File: config.mk
export PLATFORM = sky130hd
export DESIGN_NAME = guard_timer
export DESIGN_NICKNAME = d
export VERILOG_FILES = /design/src/rtl/gt_pkg.sv /design/src/rtl/gt_count.sv /design/src/rtl/gt_regs.sv /design/src/rtl/guard_timer.sv
export SDC_FILE = /design/constraint.sdc
export NUM_CORES = 1
export LEC_CHECK = 0
export BUFFER_PORTS_ARGS = -buffer_cell sky130_fd_sc_hd__clkbuf_2
export CAP_MARGIN = 30
export CELL_PAD_IN_SITES_DETAIL_PLACEMENT = 0
export CELL_PAD_IN_SITES_GLOBAL_PLACEMENT = 1
export CORE_MARGIN = 1
export CORE_UTILIZATION = 35
export CTS_CLUSTER_SIZE = 20
export DETAILED_ROUTE_END_ITERATION = 7
export PLACE_DENSITY = 0.7
export SYNTH_ARGS = -nofsm -noshare
export SYNTH_HDL_FRONTEND = slang
export SYNTH_SLANG_ARGS = --single-unit
File: constraint.sdc
create_clock -name clk -period 4 [get_ports clk]
set_clock_uncertainty 0.15 [all_clocks]
set_input_delay 0.6 -clock clk [delete_from_list [all_inputs] [get_ports clk]]
set_output_delay 0.6 -clock clk [all_outputs]
set_load 0.005 [all_outputs]
File: src/rtl/gt_pkg.sv
package gt_pkg;
    localparam int OFS_COUNT  = 'h00;
    localparam int OFS_WARN   = 'h04;
    localparam int OFS_ENABLE = 'h08;
    localparam int OFS_UNLOCK = 'h0C;
    localparam int OFS_CLEAR  = 'h10;

    localparam logic [31:0] UNLOCK_KEY = 32'hF1D0_DEAD;

    localparam int WARN_BIT   = 8;
    localparam int EXPIRE_BIT = 9;
endpackage

File: src/rtl/gt_count.sv
module gt_count #(
    parameter int DATA_W = 32
) (
    input  logic              clk,
    input  logic              rst_n,
    input  logic              run,
    input  logic [DATA_W-1:0] warn_lvl,
    input  logic              load,
    input  logic [DATA_W-1:0] load_val,
    output logic [DATA_W-1:0] ticks,
    output logic              hit_warn,
    output logic              hit_zero
);
    localparam logic [DATA_W-1:0] ONE = DATA_W'(1);

    logic [DATA_W-1:0] ticks_d, ticks_q;
    logic              step;

    always_comb begin
        step     = run && !load && (ticks_q != '0);
        ticks_d  = ticks_q;
        if (load) begin
            ticks_d = load_val;
        end else if (step) begin
            ticks_d = ticks_q - ONE;
        end
        hit_warn = step && (warn_lvl != '0) && ((ticks_q - ONE) == warn_lvl);
        hit_zero = step && (ticks_q == ONE);
    end

    always_ff @(posedge clk) begin
        if (!rst_n) begin
            ticks_q <= '1;
        end else begin
            ticks_q <= ticks_d;
        end
    end

    assign ticks = ticks_q;
endmodule

File: src/rtl/gt_regs.sv
module gt_regs
    import gt_pkg::*;
#(
    parameter int DATA_W = 32,
    parameter int ADDR_W = 8
) (
    input  logic              clk,
    input  logic              rst_n,
    input  logic [ADDR_W-1:0] bus_addr,
    input  logic              bus_we,
    input  logic [DATA_W-1:0] bus_wdata,
    output logic [DATA_W-1:0] bus_rdata,
    input  logic [DATA_W-1:0] ticks,
    input  logic              hit_warn,
    input  logic              hit_zero,
    output logic              load,
    output logic [DATA_W-1:0] warn_lvl,
    output logic              run,
    output logic              armed,
    output logic              st_warn,
    output logic              st_expire
);
    typedef struct packed {
        logic              armed;
        logic              run;
        logic [DATA_W-1:0] warn;
        logic              st_warn;
        logic              st_expire;
    } regs_t;

    regs_t s_d, s_q;

    logic sel_count, sel_warn, sel_enable, sel_unlock, sel_clear;
    logic granted;

    always_comb begin
        sel_count  = (bus_addr == ADDR_W'(OFS_COUNT));
        sel_warn   = (bus_addr == ADDR_W'(OFS_WARN));
        sel_enable = (bus_addr == ADDR_W'(OFS_ENABLE));
        sel_unlock = (bus_addr == ADDR_W'(OFS_UNLOCK));
        sel_clear  = (bus_addr == ADDR_W'(OFS_CLEAR));
        granted    = bus_we && s_q.armed;

        s_d  = s_q;
        load = granted && sel_count;

        if (bus_we) begin
            s_d.armed = sel_unlock && (bus_wdata == DATA_W'(UNLOCK_KEY));
        end
        if (granted && sel_warn) begin
            s_d.warn = bus_wdata;
        end
        if (granted && sel_enable) begin
            s_d.run = bus_wdata[0];
        end
        if (bus_we && sel_clear) begin
            if (bus_wdata[WARN_BIT])   s_d.st_warn   = 1'b0;
            if (bus_wdata[EXPIRE_BIT]) s_d.st_expire = 1'b0;
        end
        if (hit_warn) s_d.st_warn   = 1'b1;
        if (hit_zero) s_d.st_expire = 1'b1;

        bus_rdata = '0;
        if (sel_count)  bus_rdata = ticks;
        if (sel_warn)   bus_rdata = s_q.warn;
        if (sel_enable) bus_rdata[0] = s_q.run;
        if (sel_clear) begin
            bus_rdata[WARN_BIT]   = s_q.st_warn;
            bus_rdata[EXPIRE_BIT] = s_q.st_expire;
        end
    end

    always_ff @(posedge clk) begin
        if (!rst_n) begin
            s_q <= '0;
        end else begin
            s_q <= s_d;
        end
    end

    assign warn_lvl  = s_q.warn;
    assign run       = s_q.run;
    assign armed     = s_q.armed;
    assign st_warn   = s_q.st_warn;
    assign st_expire = s_q.st_expire;
endmodule

File: src/rtl/guard_timer.sv
module guard_timer #(
    parameter int DATA_W = 32,
    parameter int ADDR_W = 8
) (
    input  logic              clk,
    input  logic              rst_n,
    input  logic [ADDR_W-1:0] bus_addr,
    input  logic              bus_we,
    input  logic [DATA_W-1:0] bus_wdata,
    output logic [DATA_W-1:0] bus_rdata,
    output logic              irq_warn,
    output logic              irq_expire
);
    logic [DATA_W-1:0] ticks_w;
    logic [DATA_W-1:0] warn_w;
    logic              run_w, load_w, armed_w;
    logic              hit_warn_w, hit_zero_w;

    gt_regs #(.DATA_W(DATA_W), .ADDR_W(ADDR_W)) u_regs (
        .clk       (clk),
        .rst_n     (rst_n),
        .bus_addr  (bus_addr),
        .bus_we    (bus_we),
        .bus_wdata (bus_wdata),
        .bus_rdata (bus_rdata),
        .ticks     (ticks_w),
        .hit_warn  (hit_warn_w),
        .hit_zero  (hit_zero_w),
        .load      (load_w),
        .warn_lvl  (warn_w),
        .run       (run_w),
        .armed     (armed_w),
        .st_warn   (irq_warn),
        .st_expire (irq_expire)
    );

    gt_count #(.DATA_W(DATA_W)) u_count (
        .clk      (clk),
        .rst_n    (rst_n),
        .run      (run_w),
        .warn_lvl (warn_w),
        .load     (load_w),
        .load_val (bus_wdata),
        .ticks    (ticks_w),
        .hit_warn (hit_warn_w),
        .hit_zero (hit_zero_w)
    );
endmodule

==> run summary <==
STATUS
--------------------------------------------------------------------------------------------------
Result of the run                                                                     finished clean

SYNTHESIS
--------------------------------------------------------------------------------------------------
Cell taking the most area after synthesis                                                  dfxtp_1
Number of flip-flops and latches in the synthesized netlist                                     68
Commonest cells in the synthesized netlist                                            129 x nand2_1, 68 x dfxtp_1, 48 x clkbuf_1
Dominant cell by count in the synthesized netlist                                          nand2_1
Count of mapped cells out of synthesis                                                         616
Post-synth ARST share                                                                           0%
Yosys cell types                                                                                66
Synth top area cells                                                                  dfxtp_1 29%, nand2_1 10%, xnor2_1 6.1%
Warnings from Yosys                                                                              0
Sequential-to-total area share from yosys stat                                               28.8%
Area of the mapped netlist                                                              4730 sq um
Commonest register cell after synthesis                                                    dfxtp_1
Portion of synthesized cell area occupied by the leading cell type                           28.8%
Mapped Nets                                                                                    661
Number of enable-type register cells in the synthesized netlist                                  0
Mapped Avg Cell Area                                                                    7.68 sq um

PWR
--------------------------------------------------------------------------------------------------
Worst VDD drop                                                                            0.164 mV
Switching pwr                                                                           0.000348 W
Clk network pwr share                                                                        50.9%
Switching share of total power                                                               23.0%
Pwr/cell area                                                                          275 nW/um^2
Power consumption                                                                        0.00151 W
Leakage power of the design                                                                2.01 nW
Portion of total power attributed to sequential cells                                        44.8%
Fraction of power consumed by combinational cells                                             4.3%
Internal power contribution                                                              0.00117 W

CRITICAL PATH
--------------------------------------------------------------------------------------------------
CP max FO                                                                                       25
Crit Path Category                                                                       in -> out
Worst path slowest cell                                                                    and3b_1
Most common cell on crit path                                                             clkbuf_2
Cell-by-cell trace of the critical path                                               clkbuf_2 -> nor4_1 -> nor3b_1 -> and3b_1 -> buf_12 -> a222oi_1 -> inv_1 -> clkbuf_2
Slowest Stage Delay on Critical Path                                                       0.51 ns
Capturing element type of the critical path                                           primary output
Worst setup SP type                                                                      input pin
Critical path arrival                                                                      2.43 ns
Top delay family on crit path                                                         simple AND/OR/NAND/NOR gates
Data required time at the worst endpoint                                                   3.25 ns
Critical path buffer and inverter count                                                          4

PLACEMENT
--------------------------------------------------------------------------------------------------
Hpwl dp                                                                                   11800 um
Count of buffers from port buffering                                                            76
Placer congestion estimate                                                                   0.878

DIE
--------------------------------------------------------------------------------------------------
Count of standard-cell rows                                                                     42
IO Pins                                                                                         77
Die ar.                                                                                14000 sq um
Floorplan die width                                                                         118 um
Initial Util                                                                                 35.9%
Die height                                                                                  118 um
Core box area                                                                          13200 sq um

FINAL LAYOUT
--------------------------------------------------------------------------------------------------
# fillers                                                                                     1397
Post-synthesis to final-layout area growth                                                   16.5%
Sequential Area                                                                         1360 sq um
Area taken by multi-input logic gates                                                   3100 sq um
Count of nets after finishing                                                                  710
Share of post-route cells with drive strength above 1                                        18.3%
Antenna diodes                                                                                   0

TIMING
--------------------------------------------------------------------------------------------------
Number of pins with negative max-slew slack in the final report                                  0
FMAX                                                                                       314 MHz
Hold violation count in the final report                                                         0
Total setup violations reported at the end of the flow                                           0
Post-layout min period                                                                     3.18 ns
WHS                                                                                       0.357 ns
Final-layout setup total negative slack                                                       0 ns
Remaining max-slew budget at the tightest pin                                                53.7%
Slew at the pin closest to its max-slew limit                                             0.692 ns
RSZ-0062 raised after global routing                                                            no
Post-route fraction of the period consumed by the critical path                              79.6%

CLOCKING
--------------------------------------------------------------------------------------------------
Quantity of hold-fixing buffers added after cts                                                  0
Post-CTS Repair Setup Buffers                                                                    0
Count of H-tree levels built during CTS                                                          3
Cell at the root of the clock tree                                                       clkbuf_16
Cts bufs inserted                                                                                9
Worst-skew pair later-pin latency                                                          0.35 ns
Number of gates resized after CTS                                                                0
Max clock buf depth                                                                              2
TritonCTS clock tree                                                                         built
Clock transition time at the flip-flop clock pins of the worst setup and hold paths        0.06 ns
Total clock sinks                                                                               68

HOLD PATH
--------------------------------------------------------------------------------------------------
Hold crit path type                                                                      in -> reg

GRT
--------------------------------------------------------------------------------------------------
Initial antenna violation count                                                                  0
First-pass GRT wire length                                                                26400 um
Pin count of the biggest net entering global routing                                            69
Overall overflow remaining after global route                                                    0
Overall track demand over capacity in global routing                                         24.5%
Number of global-route vias before repair                                                     4714

ROUTING
--------------------------------------------------------------------------------------------------
Detailed-route vias per instance                                                              5.83
Vias after detailed routing                                                                   4918
Drt first pass iters                                                                             7
Sum of routed wire length over all layers                                                 16700 um
Drt first-iter violations                                                                      397
DRC violation count after routing                                                                0
ANT nets after route                                                                             0
Routed wire per std cell                                                                   19.8 um

JOB
--------------------------------------------------------------------------------------------------
Max Cap Viol                                                                                     0

-- power by group through the flow --
stage	clock, W	combinational (W)	sequential (W)
2_1_floorplan	0	0.0000225	0.000692
3_3_place_gp	0	0.0000647	0.000692
3_5_place_dp	0	0.0000650	0.000692
4_1_cts	0.000780	0.0000653	0.000677
5_1_grt	0.000816	0.0000702	0.000677
6_report	0.000771	0.0000652	0.000677
-- cell usage in the layout (no fill, tap or decap), types with 4 or more instances in the layout --
cell / count
dfxtp_1: 68
nand4_1: 13
a21boi_0: 38
o311ai_0: 6
clkbuf_2: 76
a22o_1: 29
nor4_2: 4
a21o_1: 6
nand2_1: 129
o21ai_0: 21
or3_1: 4
inv_1: 9
buf_4: 16
xor2_1: 11
nor2b_1: 4
xnor2_1: 33
o2111ai_1: 7
a21oi_1: 9
nor3b_1: 4
nor4_1: 26
mux2i_1: 5
o211ai_1: 11
clkbuf_16: 9
nand4b_1: 8
nand3_1: 24
nor2_1: 25
nor3_1: 13
-- tightest hold or removal path: cells and delay by family --
kind                   cells  cell delay [ns]
buffers and inverters      1             0.10
and+or+nand+nor            1             0.05
AOI/OAI and AO/OA          1             0.06
-- logic make-up (layout without fill, tap and decap cells) --
logic type      Yosys count  after routing  share of synthesized area [%]
buf+inv                  64            116                           5.74
simple gates            278            278                           30.3
fa+ha+maj                 2              2                          0.529
xor+xnor                 46             46                           9.09
compound gates          153            153                           24.5
flops                    68             68                           28.8
mux                       5              5                           1.06
-- per-layer routing --
| metal | global-route usage, % | up-vias | share of wire, % |
|---|---|---|---|
| met5 | 0 | - | 0 |
| met4 | 8.09 | 0 | 2.2 |
| met3 | 6.13 | 28 | 6.3 |
| met2 | 39.8 | 153 | 47 |
| met1 | 31.6 | 2383 | 45 |
| li1 | - | 2354 | - |
-- through the flow --
| step | setup slack [ns] | instances | util (%) | instance area, sq um |
|---|---|---|---|---|
| 2_1_floorplan | 1.23 | 616 | - | 4730 |
| 3_3_place_gp | 0.680 | 830 | 39.7 | 5240 |
| 3_5_place_dp | 0.661 | 830 | 39.7 | 5240 |
| 4_1_cts | 0.837 | 844 | 41.8 | 5510 |
| 5_1_grt | 0.668 | 844 | 41.8 | 5510 |
| 6_report | 0.817 | 844 | 41.8 | 5510 |
-- cell type report --
cell class                      instances  share of cell area [%]
Clock buffer                           12                    4.83
Clock inverter                          2                   0.182
Inverter                                9                   0.613
Multi-Input combinational cell        484                    56.2
Sequential cell                        68                    24.7
Tap cell                              176                    3.99
Timing Repair Buffer                   93                    9.44
-- registers in the layout, indices dropped and copies added (netlist names) --
register          cells
u_regs.st_warn        1
u_regs.armed          1
u_regs.run            1
u_regs.warn_lvl      32
u_regs.st_expire      1
u_count.ticks        32
-- worst paths after layout --
path | to | slack (ns) | cells after the start | start
worst max-delay path | bus_rdata[0] | 0.82 | 8 | bus_addr[5]
worst min-delay path | u_count.ticks[28]$_SDFFE_PN1P_ | 0.36 | 3 | bus_wdata[28]
worst max register to register | u_regs.st_warn$_SDFFE_PN0P_ | 0.99 | 7 | u_count.ticks[8]$_SDFFE_PN1P_
worst min register to register | u_regs.warn_lvl[30]$_SDFFE_PN0P_ | 0.36 | 2 | u_regs.warn_lvl[30]$_SDFFE_PN0P_
Note: power is estimated with default switching activity, not from simulation.
